**config.mk**
```make
export PLATFORM = sky130hd
export DESIGN_NAME = serial_rx
export DESIGN_NICKNAME = d
export VERILOG_FILES = /design/src/rtl/serial_rx_pkg.sv /design/src/rtl/serial_rx_sync.sv /design/src/rtl/serial_rx_frame.sv /design/src/rtl/serial_rx_status.sv /design/src/rtl/serial_rx.sv
export SDC_FILE = /design/constraint.sdc
export NUM_CORES = 1
export LEC_CHECK = 0
export BUFFER_PORTS_ARGS = -buffer_cell sky130_fd_sc_hd__buf_2
export CAP_MARGIN = 0
export CORE_MARGIN = 1
export CORE_UTILIZATION = 36
export CTS_BUF_LIST = sky130_fd_sc_hd__clkbuf_4
export DETAILED_ROUTE_END_ITERATION = 6
export GPL_ROUTABILITY_DRIVEN = 0
export GPL_TIMING_DRIVEN = 0
export PLACE_DENSITY = 0.56
export REMOVE_ABC_BUFFERS = 1
export SLEW_MARGIN = 20
export SYNTH_ARGS = -nofsm -noshare
export SYNTH_HDL_FRONTEND = slang
export SYNTH_SLANG_ARGS = --single-unit
```
**constraint.sdc**
```tcl
create_clock -name clk -period 1.9 [get_ports clk]
set_clock_uncertainty 0.1 [all_clocks]
set_input_delay 0.475 -clock clk [delete_from_list [all_inputs] [get_ports clk]]
set_output_delay 0.475 -clock clk [all_outputs]
set_load 0.02 [all_outputs]
```
**src/rtl/serial_rx_pkg.sv**
```systemverilog
`timescale 1ns/1ps
package serial_rx_pkg;
  typedef enum logic [2:0] {
    ST_IDLE,
    ST_START,
    ST_DATA,
    ST_PAR,
    ST_STOP
  } rx_state_e;

  localparam logic [1:0] PM_NONE = 2'd0;
  localparam logic [1:0] PM_SKIP = 2'd1;
  localparam logic [1:0] PM_ODD  = 2'd2;
  localparam logic [1:0] PM_EVEN = 2'd3;
endpackage

```
**src/rtl/serial_rx_sync.sv**
```systemverilog
`timescale 1ns/1ps
module serial_rx_sync #(
  parameter int STAGES = 2
) (
  input  logic clk,
  input  logic rst,
  input  logic din,
  output logic q
);
  logic [STAGES-1:0] chain;

  always_ff @(posedge clk) begin
    if (rst) chain <= '1;
    else     chain <= {chain[STAGES-2:0], din};
  end

  assign q = chain[STAGES-1];
endmodule

```
**src/rtl/serial_rx_frame.sv**
```systemverilog
`timescale 1ns/1ps
module serial_rx_frame
  import serial_rx_pkg::*;
#(
  parameter int DATA_W = 8,
  parameter int OVS    = 16
) (
  input  logic              clk,
  input  logic              rst,
  input  logic              tick,
  input  logic              active,
  input  logic              line,
  input  logic              char8,
  input  logic [1:0]        pmode,
  output logic              done,
  output logic [DATA_W-1:0] data,
  output logic              par_err,
  output logic              frm_err
);
  localparam int CNT_W = $clog2(OVS);
  localparam int IDX_W = $clog2(DATA_W + 1);
  localparam logic [CNT_W-1:0] CNT_LAST = CNT_W'(OVS - 1);
  localparam logic [CNT_W-1:0] CNT_MID  = CNT_W'(OVS / 2 - 1);
  localparam logic [IDX_W-1:0] IDX_FULL = IDX_W'(DATA_W - 1);
  localparam logic [IDX_W-1:0] IDX_SHORT = IDX_W'(DATA_W - 2);

  rx_state_e         state;
  logic [CNT_W-1:0]  cnt;
  logic [IDX_W-1:0]  idx;
  logic [DATA_W-1:0] shreg;
  logic              par_acc;
  logic [IDX_W-1:0]  idx_last;
  logic              at_end;

  assign idx_last = char8 ? IDX_FULL : IDX_SHORT;
  assign at_end   = (cnt == CNT_LAST);

  always_ff @(posedge clk) begin
    if (rst || !active) begin
      state   <= ST_IDLE;
      cnt     <= '0;
      idx     <= '0;
      shreg   <= '0;
      par_acc <= 1'b0;
      par_err <= 1'b0;
      frm_err <= 1'b0;
      done    <= 1'b0;
    end else begin
      done <= 1'b0;
      if (tick) begin
        case (state)
          ST_IDLE: begin
            cnt <= '0;
            if (!line) state <= ST_START;
          end
          ST_START: begin
            if (cnt == CNT_MID) begin
              cnt <= '0;
              if (line) begin
                state <= ST_IDLE;
              end else begin
                state   <= ST_DATA;
                idx     <= '0;
                par_acc <= 1'b0;
                par_err <= 1'b0;
              end
            end else begin
              cnt <= cnt + 1'b1;
            end
          end
          ST_DATA: begin
            if (at_end) begin
              cnt     <= '0;
              shreg   <= {line, shreg[DATA_W-1:1]};
              par_acc <= par_acc ^ line;
              if (idx == idx_last) state <= (pmode == PM_NONE) ? ST_STOP : ST_PAR;
              else                 idx <= idx + 1'b1;
            end else begin
              cnt <= cnt + 1'b1;
            end
          end
          ST_PAR: begin
            if (at_end) begin
              cnt   <= '0;
              state <= ST_STOP;
              case (pmode)
                PM_ODD:  par_err <= ~(par_acc ^ line);
                PM_EVEN: par_err <= par_acc ^ line;
                default: par_err <= 1'b0;
              endcase
            end else begin
              cnt <= cnt + 1'b1;
            end
          end
          ST_STOP: begin
            if (at_end) begin
              cnt     <= '0;
              state   <= ST_IDLE;
              frm_err <= ~line;
              done    <= 1'b1;
            end else begin
              cnt <= cnt + 1'b1;
            end
          end
          default: state <= ST_IDLE;
        endcase
      end
    end
  end

  assign data = char8 ? shreg : {1'b0, shreg[DATA_W-1:1]};

  // losing either enable forces the receiver back to idle
  p_idle_when_off_r11: assert property (@(posedge clk) disable iff (rst)
    !active |=> (state == ST_IDLE && !done));

  // a start that is high at the mid-bit check goes back to idle
  p_glitch_abort_r10: assert property (@(posedge clk) disable iff (rst)
    (active && tick && state == ST_START && cnt == CNT_MID && line) |=> state == ST_IDLE);
endmodule

```
**src/rtl/serial_rx_status.sv**
```systemverilog
`timescale 1ns/1ps
module serial_rx_status #(
  parameter int DATA_W = 8
) (
  input  logic              clk,
  input  logic              rst,
  input  logic              done,
  input  logic [DATA_W-1:0] data_in,
  input  logic              par_err_in,
  input  logic              frm_err_in,
  input  logic              char8,
  input  logic [1:0]        pmode,
  input  logic              route,
  input  logic              stat_rd,
  input  logic              data_rd,
  output logic [DATA_W-1:0] rx_data,
  output logic              err_par,
  output logic              err_frm,
  output logic              err_ovr,
  output logic              irq_done,
  output logic              irq_err
);
  logic full;
  logic ovr_new;
  logic any_err;
  logic keep;

  assign ovr_new = full && !data_rd;
  assign any_err = par_err_in || frm_err_in || ovr_new;
  assign keep    = !stat_rd;

  always_ff @(posedge clk) begin
    if (rst) begin
      rx_data  <= '0;
      full     <= 1'b0;
      err_par  <= 1'b0;
      err_frm  <= 1'b0;
      err_ovr  <= 1'b0;
      irq_done <= 1'b0;
      irq_err  <= 1'b0;
    end else begin
      irq_done <= 1'b0;
      irq_err  <= 1'b0;
      if (data_rd) full <= 1'b0;
      if (done) begin
        rx_data  <= data_in;
        full     <= 1'b1;
        err_par  <= par_err_in || (err_par && keep);
        err_frm  <= frm_err_in || (err_frm && keep);
        err_ovr  <= ovr_new    || (err_ovr && keep);
        irq_done <= !any_err || route;
        irq_err  <= any_err && !route;
      end else if (stat_rd) begin
        err_par <= 1'b0;
        err_frm <= 1'b0;
        err_ovr <= 1'b0;
      end
    end
  end

  // the two interrupt pulses never coincide
  p_irq_exclusive_r9: assert property (@(posedge clk) disable iff (rst)
    !(irq_done && irq_err));
  // with routing to the completion interrupt, no error interrupt appears
  p_route_done_r9: assert property (@(posedge clk) disable iff (rst)
    (done && route) |=> !irq_err);
  // the skipped-parity mode never reports a parity fault
  p_skip_parity_r5: assert property (@(posedge clk) disable iff (rst)
    (done && pmode == 2'd1) |-> !par_err_in);
  // short characters arrive with the top bit clear
  p_short_top_r3: assert property (@(posedge clk) disable iff (rst)
    (done && !char8) |-> !data_in[DATA_W-1]);
  // completion on an unread register raises the overrun flag
  p_overrun_r7: assert property (@(posedge clk) disable iff (rst)
    (done && full && !data_rd) |=> err_ovr);
  // a status read with no new character leaves every flag clear
  p_clear_r8: assert property (@(posedge clk) disable iff (rst)
    (stat_rd && !done) |=> (!err_par && !err_frm && !err_ovr));
endmodule

```
**src/rtl/serial_rx.sv**
```systemverilog
`timescale 1ns/1ps
module serial_rx #(
  parameter int DATA_W      = 8,
  parameter int OVS         = 16,
  parameter int SYNC_STAGES = 2
) (
  input  logic              clk,
  input  logic              rst,
  input  logic              os_tick,
  input  logic              pwr_en,
  input  logic              rx_en,
  input  logic              char8,
  input  logic [1:0]        par_mode,
  input  logic              err_route,
  input  logic              rxd,
  input  logic              stat_rd,
  input  logic              data_rd,
  output logic [DATA_W-1:0] rx_data,
  output logic              err_parity,
  output logic              err_frame,
  output logic              err_overrun,
  output logic              irq_rx,
  output logic              irq_rx_err
);
  logic              line_s;
  logic              active;
  logic              f_done;
  logic [DATA_W-1:0] f_data;
  logic              f_par;
  logic              f_frm;

  assign active = pwr_en && rx_en;

  serial_rx_sync #(.STAGES(SYNC_STAGES)) u_sync (
    .clk (clk),
    .rst (rst),
    .din (rxd),
    .q   (line_s)
  );

  serial_rx_frame #(.DATA_W(DATA_W), .OVS(OVS)) u_frame (
    .clk     (clk),
    .rst     (rst),
    .tick    (os_tick),
    .active  (active),
    .line    (line_s),
    .char8   (char8),
    .pmode   (par_mode),
    .done    (f_done),
    .data    (f_data),
    .par_err (f_par),
    .frm_err (f_frm)
  );

  serial_rx_status #(.DATA_W(DATA_W)) u_status (
    .clk        (clk),
    .rst        (rst),
    .done       (f_done),
    .data_in    (f_data),
    .par_err_in (f_par),
    .frm_err_in (f_frm),
    .char8      (char8),
    .pmode      (par_mode),
    .route      (err_route),
    .stat_rd    (stat_rd),
    .data_rd    (data_rd),
    .rx_data    (rx_data),
    .err_par    (err_parity),
    .err_frm    (err_frame),
    .err_ovr    (err_overrun),
    .irq_done   (irq_rx),
    .irq_err    (irq_rx_err)
  );
endmodule

```
==> run summary <==
Measured against its own limit, the worst slew margin works out to 0.524. The area of the mapped netlist came out at 1820 sq um. The number of detailed-routing iterations run before antenna repair is 4. The worst hold margin is 0.188 ns.

The number of enable flip-flop cells after synthesis came out at 0. The per-instance average area after synthesis is 8.62 sq um. The area overhead of the layout relative to synthesis is 16.4%. In the routed design, unresolved DRC markers number 0.

In this run the power density over the cells is around 620 nW/um^2. The delay contributed by the slowest stage of the critical path came out at 0.47 ns. The maximum resistive drop on vdd is a little over 300 uV.

The critical path startpoint category is a register. The max-slew violation count is 0. By startpoint and endpoint, the worst setup path is classified as register to register.

The switching power is 329 uW. Of all nets on the critical path, the largest fanout is 5. The maximum operating frequency came out at 543 MHz. The global-route congestion overflow total is 0.

After synthesis the netlist holds a flip-flop and latch count of 39. After detailed routing, the average wire length per cell comes to 12.2 microns. The total negative slack for setup checks came out at 0 ns. The number of antenna repair diodes is 0.

The global-route wire length before repair is 5800 microns. Of the synthesized area, sequential elements account for 0.429. The number of antenna violations at the first check in global routing came out at 0.

For this run, the leading register cell type out of synthesis is sky130_fd_sc_hd__dfxtp_1. The maximum buffer depth of the clock tree is 2. The via count of the first global-routing pass came out at 1220. The internal power summed over all cells came out at 979 uW. The final instance area came out at about 2100 sq um.

Setup violations remaining at the end of the flow were counted as 0. The number of top-level pins is 25. The clock tree root buffer cell is sky130_fd_sc_hd__clkbuf_4.

The filler cells instantiated in the layout total 488. The per-cell via count in the routed design is 5.17. The post-route fraction of the period consumed by the critical path came out at 0.970. The die area came out at 5340 sq um. For this block, the routed nets add up to between 3000 and 4000 microns of wire. The routed layout has 1567 vias. The tree built by TritonCTS fans out to 39 sinks.

In the layout the commonest cells are sky130_fd_sc_hd__dfxtp_1 (33), sky130_fd_sc_hd__nor2_1 (32), sky130_fd_sc_hd__buf_2 (24). The flow ran to the end, and the final reports show no timing, DRC or antenna violations. The clock share of power came out at 0.331. The number of buffers added by the clock tree synthesis step is 5. The row count came out at 25. For this run, the total global-route usage over all layers was measured as 0.141. The final layout net count is approximately 250. Summing all placed instances gives a cell area of 1960 sq um. The Yosys step of the flow raised 0 warnings. The reported leakage power is ~0.00075 uW.

The final antenna-violating net count came out at 0. The transition time at the pin with the least slew margin is 0.713 ns. The die outline width came out at 73.1 microns. The insertion delay of the later-clocked pin in the worst-skew pair came out at approximately 0.36 ns. The floorplan step defined a core boundary enclosing 4790 sq um. The synthesized netlist cell count came out at 211. The die is 73.1 microns tall. The number of cells in the design after placement is 288. The kind of cell with the highest combined delay along the critical path is simple AND/OR/NAND/NOR gates. The buffering stage count on the worst path with inverters included is 0.

The count of buffers added on input and output ports is 24. The number of failing hold endpoints at the final stage is 0. The share of cells above drive strength 1 is 0.254. At the worst endpoint, the arrival time is about 2 ns.

TritonCTS built the clock tree. The portion of total power attributed to sequential cells came out at 0.626. The switching power share of the total is 0.252. Leaving out fill and tap cells, the most frequent cell in the layout is sky130_fd_sc_hd__dfxtp_1. The total of hold buffers inserted after clock tree synthesis came out at 0. The initial utilization of the core area, before any placement, comes to 0.380.

The signal on the critical path passes through ha_4 -> and3b_2 -> o21ai_0 -> a211o_1 -> or4b_1 -> a21oi_1. The number of distinct library cells after synthesis came out at 45. The total power came out at 1310 uW. The number of DRC markers after the initial detailed-route iteration is 100.

The final non-filler cell total came out at ~300. The tool flagged a number of max-cap violations equal to 0. The path class of the tightest hold or removal check is primary input to register.

The final period demand of the worst path came out at 1.84 ns. Of all flip-flops after synthesis, the portion carrying an async set or reset was 0. For the worst setup path, the data required time is 2.09 ns. The worst setup path is captured at a register. After clock tree synthesis, the clock-pin slew on the worst setup and hold paths is ~0.13 ns. The portion of total power attributed to combinational logic is 0.042. The half-perimeter wire length after placement came out at 2440 microns. The maximum number of pins on one net before global-route repair came out at 23. For this design, the slowest cell found on the critical path is sky130_fd_sc_hd__or4b_1. The number of H-tree levels came out at 2.
registers in the layout, summed over array words and instances (netlist names), 2 cells and up:
| register | count |
|---|---|
| u_frame.cnt | 4 |
| u_status.rx_data | 8 |
| u_frame.state | 3 |
| u_sync.chain | 2 |
| u_frame.idx | 4 |
| u_frame.shreg | 8 |
through the flow:
step,setup slack (ns),utilization
floorplan,-0.0303,-
global placement,-0.316,0.409
detailed placement,-0.312,0.409
CTS,0.00315,0.432
global route,-0.0239,0.443
finish,0.0572,0.443
power groups by stage:
stage,logic [uW],clock network [uW],registers [uW]
3_5_place_dp,54.2,0,841
2_1_floorplan,24.2,0,840
5_1_grt,61.7,490,820
6_report,55.4,434,819
3_3_place_gp,54.1,0,841
4_1_cts,54.6,458,822
layer usage:
metal | vias to the layer above | part of all wire | global-route usage
li1 | 811 | - | -
met1 | 717 | 0.52 | 0.204
met2 | 31 | 0.42 | 0.192
met3 | 8 | 0.039 | 0.0290
met4 | 0 | 0.022 | 0.0784
met5 | - | 0 | 0
kinds of logic after synthesis:
group           count (synthesis)  share of synthesized area
buf+inv                        18                     0.0454
mux                            16                     0.0887
flops                          39                      0.429
compound gates                 48                      0.166
xor+xnor                        3                     0.0144
fa+ha+maj                       2                     0.0138
simple gates                   85                      0.242
synthesized netlist by cell type, types with 2 or more instances:
master                     count  area (sq um)
sky130_fd_sc_hd__a211oi_1      8          60.1
sky130_fd_sc_hd__nand4_1       6          37.5
sky130_fd_sc_hd__nand3_1       5          25.0
sky130_fd_sc_hd__a21oi_1      13          65.1
sky130_fd_sc_hd__inv_1         4          15.0
sky130_fd_sc_hd__buf_2         3          15.0
sky130_fd_sc_hd__nand2b_1      5          31.3
sky130_fd_sc_hd__nor2_1       32           120
sky130_fd_sc_hd__nor3b_1       2          15.0
sky130_fd_sc_hd__nand2_1      11          41.3
sky130_fd_sc_hd__nor4b_1       2          17.5
sky130_fd_sc_hd__a21o_1        2          15.0
sky130_fd_sc_hd__a31oi_1       5          31.3
sky130_fd_sc_hd__or2_2         3          18.8
sky130_fd_sc_hd__and3_1        2          12.5
sky130_fd_sc_hd__ha_1          2          25.0
sky130_fd_sc_hd__nor3_1        6          30.0
sky130_fd_sc_hd__xnor2_1       2          17.5
sky130_fd_sc_hd__nor2b_1       2          12.5
sky130_fd_sc_hd__o22ai_1       2          12.5
sky130_fd_sc_hd__a22oi_1       3          22.5
sky130_fd_sc_hd__dfxtp_1      39           781
sky130_fd_sc_hd__mux2i_1      15           150
sky130_fd_sc_hd__o21ai_0       8          40.0
sky130_fd_sc_hd__clkbuf_1      9          33.8
path summary, 6_finish.rpt:
check / cells past startpoint / to / slack [ns] / from
max: 6 / u_frame.state[0] / 0.06 / u_frame.cnt[0]
min reg2reg: 1 / u_sync.chain[1] / 0.33 / u_sync.chain[0]
max reg2reg: 6 / u_frame.state[0] / 0.06 / u_frame.cnt[0]
min: 2 / u_status.irq_err / 0.19 / err_route
cell type report:
type	count	area, sq um	share of cell area
Tap cell	67	83.8	0.0396
Clock buffer	5	37.5	0.0177
Sequential cell	39	793	0.374
Clock inverter	3	20.0	0.00945
Timing Repair Buffer	31	173	0.0815
Multi-Input combinational cell	154	996	0.470
Inverter	4	15.0	0.00709
repair_timing:
action | 4_1_cts | 5_1_grt
gates resized for setup | 12 | 8
endpoints found under the setup margin | 14 | 7
pin swaps | 0 | 0
cloned | 0 | 0
buffers inserted | 4 | 3
No activity file was read; power rests on OpenSTA's default activity.
